<file path="config.mk">
export PLATFORM = sky130hd
export DESIGN_NAME = nmi_reentry_guard
export DESIGN_NICKNAME = d
export VERILOG_FILES = /design/src/rtl/nmi_guard_pkg.sv /design/src/rtl/nmi_src_edge.sv /design/src/rtl/nmi_port_decode.sv /design/src/rtl/nmi_m1_counter.sv /design/src/rtl/nmi_reentry_guard.sv
export SDC_FILE = /design/constraint.sdc
export NUM_CORES = 1
export LEC_CHECK = 0
export BUFFER_PORTS_ARGS = -buffer_cell sky130_fd_sc_hd__buf_2
export CELL_PAD_IN_SITES_DETAIL_PLACEMENT = 0
export CELL_PAD_IN_SITES_GLOBAL_PLACEMENT = 2
export CORE_MARGIN = 3
export CORE_UTILIZATION = 35
export CTS_BUF_LIST = sky130_fd_sc_hd__clkbuf_8
export DETAILED_ROUTE_END_ITERATION = 10
export GPL_ROUTABILITY_DRIVEN = 0
export PLACE_DENSITY = 0.95
export SYNTH_ARGS = -nofsm -noshare
export SYNTH_HDL_FRONTEND = slang
export SYNTH_SLANG_ARGS = --single-unit
export TNS_END_PERCENT = 30
</file>
<file path="constraint.sdc">
create_clock -name clk -period 2.4 [get_ports clk]
set_input_delay 0.48 -clock clk [delete_from_list [all_inputs] [get_ports clk]]
set_output_delay 0.48 -clock clk [all_outputs]
set_load 0.05 [all_outputs]
</file>
<file path="src/rtl/nmi_guard_pkg.sv">
package nmi_guard_pkg;
  typedef enum logic [1:0] {
    G_IDLE  = 2'd0,
    G_PULSE = 2'd1,
    G_HOLD  = 2'd2,
    G_COUNT = 2'd3
  } guard_state_t;
endpackage

</file>
<file path="src/rtl/nmi_src_edge.sv">
module nmi_src_edge #(
  parameter int NUM_SRC = 4
) (
  input  logic               clk,
  input  logic               rst_n,
  input  logic [NUM_SRC-1:0] evt_i,
  output logic               fire_o
);
  logic [NUM_SRC-1:0] evt_q;
  logic [NUM_SRC-1:0] rise;

  for (genvar g = 0; g < NUM_SRC; g++) begin : g_src
    always_ff @(posedge clk or negedge rst_n) begin
      if (!rst_n) evt_q[g] <= 1'b0;
      else        evt_q[g] <= evt_i[g];
    end
    assign rise[g] = evt_i[g] & ~evt_q[g];
  end

  assign fire_o = |rise;
endmodule

</file>
<file path="src/rtl/nmi_port_decode.sv">
module nmi_port_decode #(
  parameter logic [7:0] PORT_ADDR = 8'h3F
) (
  input  logic       clk,
  input  logic       rst_n,
  input  logic       io_wr_n,
  input  logic [7:0] addr_lo,
  output logic       rel_o
);
  logic match, match_q;

  assign match = !io_wr_n && (addr_lo == PORT_ADDR);

  always_ff @(posedge clk or negedge rst_n) begin
    if (!rst_n) match_q <= 1'b0;
    else        match_q <= match;
  end

  assign rel_o = match & ~match_q;

  // a release strobe lasts one cycle per port write
  assert_rel_single_R5: assert property (@(posedge clk) disable iff (!rst_n)
    rel_o |=> !rel_o);
endmodule

</file>
<file path="src/rtl/nmi_m1_counter.sv">
module nmi_m1_counter #(
  parameter int M1_COUNT = 2
) (
  input  logic clk,
  input  logic rst_n,
  input  logic m1_n,
  input  logic en_i,
  output logic done_o
);
  localparam int CW = (M1_COUNT > 1) ? $clog2(M1_COUNT) : 1;
  localparam logic [CW-1:0] LAST = CW'(M1_COUNT - 1);

  logic          m1_q;
  logic          fall;
  logic [CW-1:0] cnt;

  always_ff @(posedge clk or negedge rst_n) begin
    if (!rst_n) m1_q <= 1'b1;
    else        m1_q <= m1_n;
  end

  assign fall   = m1_q & ~m1_n;
  assign done_o = en_i & fall & (cnt == LAST);

  always_ff @(posedge clk or negedge rst_n) begin
    if (!rst_n)              cnt <= '0;
    else if (!en_i)          cnt <= '0;
    else if (fall && !done_o) cnt <= cnt + 1'b1;
  end

  // count never passes its threshold
  assert_cnt_bound_R6: assert property (@(posedge clk) disable iff (!rst_n)
    cnt <= LAST);
  // count is cleared whenever counting is not enabled
  assert_cnt_idle_R1: assert property (@(posedge clk) disable iff (!rst_n)
    !en_i |=> (cnt == '0));
endmodule

</file>
<file path="src/rtl/nmi_reentry_guard.sv">
module nmi_reentry_guard
  import nmi_guard_pkg::*;
#(
  parameter int         NUM_SRC    = 4,
  parameter logic [7:0] PORT_ADDR  = 8'h3F,
  parameter int         M1_COUNT   = 2,
  parameter int         PULSE_CLKS = 4
) (
  input  logic               clk,
  input  logic               rst_n,
  input  logic [NUM_SRC-1:0] evt_i,
  input  logic               io_wr_n,
  input  logic [7:0]         addr_lo,
  input  logic               m1_n,
  output logic               nmi_n,
  output logic               busy
);
  localparam int PCW = (PULSE_CLKS > 1) ? $clog2(PULSE_CLKS) : 1;
  localparam logic [PCW-1:0] PLAST = PCW'(PULSE_CLKS - 1);

  guard_state_t   state, state_nx;
  logic [PCW-1:0] pcnt;
  logic           pend;
  logic           fire, rel, rearm;

  nmi_src_edge #(.NUM_SRC(NUM_SRC)) u_edge (
    .clk(clk), .rst_n(rst_n), .evt_i(evt_i), .fire_o(fire)
  );

  nmi_port_decode #(.PORT_ADDR(PORT_ADDR)) u_port (
    .clk(clk), .rst_n(rst_n), .io_wr_n(io_wr_n), .addr_lo(addr_lo), .rel_o(rel)
  );

  nmi_m1_counter #(.M1_COUNT(M1_COUNT)) u_m1 (
    .clk(clk), .rst_n(rst_n), .m1_n(m1_n),
    .en_i(state == G_COUNT), .done_o(rearm)
  );

  always_comb begin
    state_nx = state;
    unique case (state)
      G_IDLE:  if (fire) state_nx = G_PULSE;
      G_PULSE: if (pcnt == PLAST) state_nx = G_HOLD;
      G_HOLD:  if (rel) state_nx = G_COUNT;
      G_COUNT: if (rearm) state_nx = (pend || fire) ? G_PULSE : G_IDLE;
      default: state_nx = G_IDLE;
    endcase
  end

  always_ff @(posedge clk or negedge rst_n) begin
    if (!rst_n) begin
      state <= G_IDLE;
      pcnt  <= '0;
      pend  <= 1'b0;
    end else begin
      state <= state_nx;
      if (state == G_PULSE) pcnt <= pcnt + 1'b1;
      else                  pcnt <= '0;
      if (rearm)                          pend <= 1'b0;
      else if (fire && state != G_IDLE)   pend <= 1'b1;
    end
  end

  assign nmi_n = (state != G_PULSE);
  assign busy  = (state != G_IDLE);

  // NMI is only driven while busy
  assert_nmi_busy_R2: assert property (@(posedge clk) disable iff (!rst_n)
    !nmi_n |-> busy);
  // becoming busy always starts with NMI asserted
  assert_busy_start_R2: assert property (@(posedge clk) disable iff (!rst_n)
    $rose(busy) |-> !nmi_n);
  // no re-entry: NMI falls only from idle or at re-arm
  assert_no_reentry_R3: assert property (@(posedge clk) disable iff (!rst_n)
    $fell(nmi_n) |-> ($past(state) == G_IDLE || $past(state) == G_COUNT));
  // a pending request exists only while busy
  assert_pend_busy_R4: assert property (@(posedge clk) disable iff (!rst_n)
    pend |-> busy);
endmodule

</file>
Word level (Yosys, flattened, before mapping)
Index checks and enable logic that the tools add are counted.
{"block": "word_totals", "register_bits": 12, "input_bits": 16, "out_inout_bits": 2}
{"block": "classes", "add_sub_neg": 2, "n_eq_ne": 11, "mux": 11, "bitwise_logic": 14, "n_reduce_logical": 11}
{"operator": "$mux W2", "n": 5}
{"operator": "$ne A2 B2 Y1 const B", "n": 5}
{"operator": "$and A1 B1 Y1", "n": 8}
{"operator": "$eq A8 B6 Y1 const B", "n": 1}
{"operator": "$pmux W2 S4", "n": 1}
{"operator": "$eq A2 B2 Y1 const B", "n": 3}
{"operator": "$not A1 Y1", "n": 6}
{"operator": "$mux W1", "n": 5}
{"operator": "$reduce_and A4 Y1", "n": 1}
{"operator": "$reduce_bool A2 Y1", "n": 2}
{"operator": "$reduce_or A4 Y1", "n": 1}
{"operator": "$logic_and A1 B1 Y1", "n": 3}
{"operator": "$add A2 B1 Y2 const B", "n": 1}
{"operator": "$eq A2 B1 Y1 const B", "n": 1}
{"operator": "$logic_not A1 Y1", "n": 2}
{"operator": "$logic_not A2 Y1", "n": 1}
{"operator": "$ne A2 B1 Y1 const B", "n": 1}
{"operator": "$add A1 B1 Y1 const B", "n": 1}
{"operator": "$logic_or A1 B1 Y1", "n": 1}

Depth between registers and ports, before layout
{"block": "logic_depth", "word_depth": 8, "ltp_mapped": 7}

By module
From an unflattened synthesis, not the netlist that was laid out.
{"block": "hier_totals", "hier_cells": 48, "area_unflattened_um2": 596.8}
{"module": "nmi_reentry_guard", "n_inst": 1, "cells_per_inst": 28, "area_per_inst_um2": 317.8, "seq_area_each_um2": 125.1}
{"module": "nmi_src_edge", "n_inst": 1, "cells_per_inst": 9, "area_per_inst_um2": 137.6, "seq_area_each_um2": 100.1}
{"module": "nmi_m1_counter", "n_inst": 1, "cells_per_inst": 5, "area_per_inst_um2": 78.8, "seq_area_each_um2": 51.3}
{"module": "nmi_port_decode", "n_inst": 1, "cells_per_inst": 6, "area_per_inst_um2": 62.6, "seq_area_each_um2": 25.0}

Worst setup path before layout
Ideal clock, no wire load.
{"block": "synth_path", "path_type": "register to register", "start": "register state[1]", "end": "register state[0]", "setup_ps": 128, "arrival_time_ps": 1680, "required_ps": 2272, "slack_ps": 592, "path_stages_with_launch": 8, "period_less_slack_ps": 1808, "path_cell_list": "dfrtp_1 -> inv_1 -> ha_1 -> inv_1 -> o21ai_0 -> a21oi_1 -> o221ai_2 -> mux2_1"}
{"block": "synth_via", "elab_chain_len": 5, "word_cells_on_any_way": 12}
{"item": "start: declaration", "line_no": "nmi_reentry_guard.sv:21", "text": "guard_state_t state, state_nx;"}
{"item": "start signal: assignment", "line_no": "nmi_reentry_guard.sv:56", "text": "state <= state_nx;"}
{"item": "$eq A2 B2 Y1", "line_no": "nmi_reentry_guard.sv:36, nmi_reentry_guard.sv:41"}
{"item": "$and A1 B1 Y1 (2 in series)", "line_no": "nmi_m1_counter.sv:23", "text": "assign done_o = en_i & fall & (cnt == LAST);"}
{"item": "$ne A2 B2 Y1 (no source line)"}
{"item": "$reduce_and A4 Y1 (no source line)"}
Several ways; a longest one is shown, not always the timed one.
A chain may end at the register's enable or synchronous reset.

Worst setup path in the final report
{"block": "layout_path", "start": "register state[0]", "end": "output busy"}
{"block": "layout_via", "elab_chain_len": 1}
{"item": "$reduce_bool A2 Y1", "line_no": "nmi_reentry_guard.sv:65", "text": "assign busy = (state != G_IDLE);"}
{"item": "end: declaration", "line_no": "nmi_reentry_guard.sv:16", "text": "output logic busy"}
No other way between the ends.

==> results.json <==
{
  "mostFrequentLayoutCells": "buf_2 (17), dfrtp_1 (11), inv_1 (6), ha_1 (6), clkbuf_8 (4)",
  "grt_pass1_vias": 370,
  "hold_buffers": 0,
  "final.setup.tns_ps": 0,
  "utilization": 0.488,
  "die_w_um": 47.4,
  "vias": 392,
  "power.density_nw_per_um2": 1050,
  "hold_viol": 0,
  "dp_hpwl_um": 765,
  "post_cts_buffers": 0,
  "min_path_type": "in -> async",
  "clk_latency_ps": 240,
  "clk_pin_slew_ps": 50,
  "ys_seq_elements": 12,
  "cts-buffers-inserted": 3,
  "grt_max_degree": 13,
  "overflow": 0,
  "fin_skew_ps": 1.62,
  "reg2reg_to": "state[0]",
  "avgSynthCellArea_um2": 12.8,
  "endpoint": "busy",
  "cp_data_required_time_ps": 1920,
  "cp-start-kind": "flop",
  "reg2reg_depth": 7,
  "slew_violations": 0,
  "whs_ps": 102,
  "cp-startpoint": "state[0]",
  "io_buffers": 17,
  "reg2reg_setup_slack_ps": 790,
  "drive_gt1_frac": 0.382,
  "wire_per_inst_um": 10.7,
  "layout.area.seq_um2": 302,
  "area_growth_syn_to_layout_pct": 26.7,
  "multi_input_area_um2": 277,
  "final_common_cell": "buf_2",
  "routed_wl_um": 902,
  "p_leak_uw": 0.000374,
  "drc": 0,
  "cap_violations": 0,
  "clockBufferDepth": 2,
  "reg2reg_from": "state[0]",
  "critical_path_class": "reg -> out",
  "drtPass1Iterations": 1,
  "slew_headroom": 0.831,
  "start_util": 0.385,
  "root_buffer": "clkbuf_8",
  "ys.warnings.count": 0,
  "synth.distinct_cells": 20,
  "drtIter0Drc": 0,
  "postCtsResizedCells": 0,
  "cts_tree": "built",
  "track_usage": 0.105,
  "cp.arrival_ps": 1340,
  "stdcell_count": 84,
  "ant_nets": 0,
  "worstPathMaxFanout": 5,
  "fp.dieH_um": 47.4,
  "row_count": 14,
  "postLayoutSetupSlackWorst_ps": 578,
  "cts.sink_count": 12,
  "netlist_area_um2": 601,
  "n_antenna_cell": 0,
  "irDropWorstVdd_uv": 740,
  "worstMarginPinSlew_ps": 254,
  "vias_per_cell": 4.67,
  "grt_pass1_wl_mm": 1.56,
  "core_um2": 1560,
  "synth.net_count": 69,
  "finalCriticalPeriod_ps": 1820,
  "htree_num_levels": 1,
  "nets": 91,
  "nFillCells": 144,
  "finalCritPeriodShare": 0.759,
  "ios": 18,
  "placed_cells": 80,
  "dieArea_um2": 2250,
  "finalSetupViolCount": 0,
  "antenna_found_initial": 0,
  "outcome": "finished, final reports clean",
  "synthCells": 47,
  "ys_seq_area_frac": 0.502,
  "place_ws_ps": 775,
  "fmax_mhz": 549,
  "cp-end-kind": "output port",
  "rsz0062_at_grt": "no"
}
==> where the power goes <==
group / internal (uW) / switching, uW / leakage (uW) / total, uW
Combinational: 117 / 188 / 0.000202 / 305
Clock: 145 / 70.9 / 0.0000288 / 216
Sequential: 245 / 33.0 / 0.000144 / 278
==> sequential cells by signal, summed over array words and instances (netlist names) <==
signal	count
pcnt	2
pend	1
state	2
u_edge.evt_q	4
u_m1.cnt	1
u_m1.m1_q	1
u_port.match_q	1
==> logic make-up after synthesis <==
kind of cell,synth area share
DFF,0.502
adders and majority gates,0.125
and+or+nand+nor,0.160
buffers and inverters,0.0375
muxes,0.0375
AOI/OAI and AO/OA,0.138
==> synth_stat cells (all sizes together) <==
cell type / instances / area (um^2)
a31oi: 1 / 6.26
o211ai: 1 / 7.51
mux2: 2 / 22.5
and2: 1 / 6.26
nor4: 1 / 21.3
o2111ai: 1 / 26.3
dfstp: 1 / 26.3
nor2: 1 / 3.75
o21ai: 1 / 5.00
o21a: 1 / 7.51
inv: 6 / 22.5
o221ai: 1 / 15.0
nor2b: 1 / 6.26
ha: 6 / 75.1
nand3: 1 / 5.00
nand4b: 1 / 23.8
dfrtp: 11 / 275
a21oi: 3 / 15.0
nand2: 3 / 11.3
nand2b: 3 / 18.8
==> metrics by stage <==
step                      total power [uW]  area [um^2]
after floorplan                        512          601
after detailed placement               589          706
final                                  799          761
after global routing                   872          761
after global placement                 593          706
after CTS                              811          761
==> worst min path at each step <==
stage               start  endpoint  slack, ps
global placement    rst_n  u_m1.cnt        370
detailed placement  rst_n  u_m1.cnt        370
global route        rst_n      pend        120
finish              rst_n  state[1]        100
floorplan           rst_n   pcnt[0]        180
CTS                 rst_n  u_m1.cnt        110
==> critical path, stage by stage, from the launching register on <==
cell,delay (ps)
dfrtp_1,410
inv_1,110
ha_1,210
inv_1,100
buf_2,280
==> routing by layer <==
metal	GRT usage	vias to the layer above	share of wire
met5	0	-	0
met4	0.0663	0	0.025
met3	0.0564	4	0.054
met2	0.144	7	0.46
met1	0.128	179	0.46
li1	-	202	-
==> final cells by class <==
cell class                 instances  share of cell area
timing repair buffer              17               0.112
tap                               16              0.0263
inverter                           6              0.0296
sequential                        12               0.396
multi-input combinational         29               0.363
clock buffer                       4              0.0724
No activity file was read; power rests on OpenSTA's default activity.
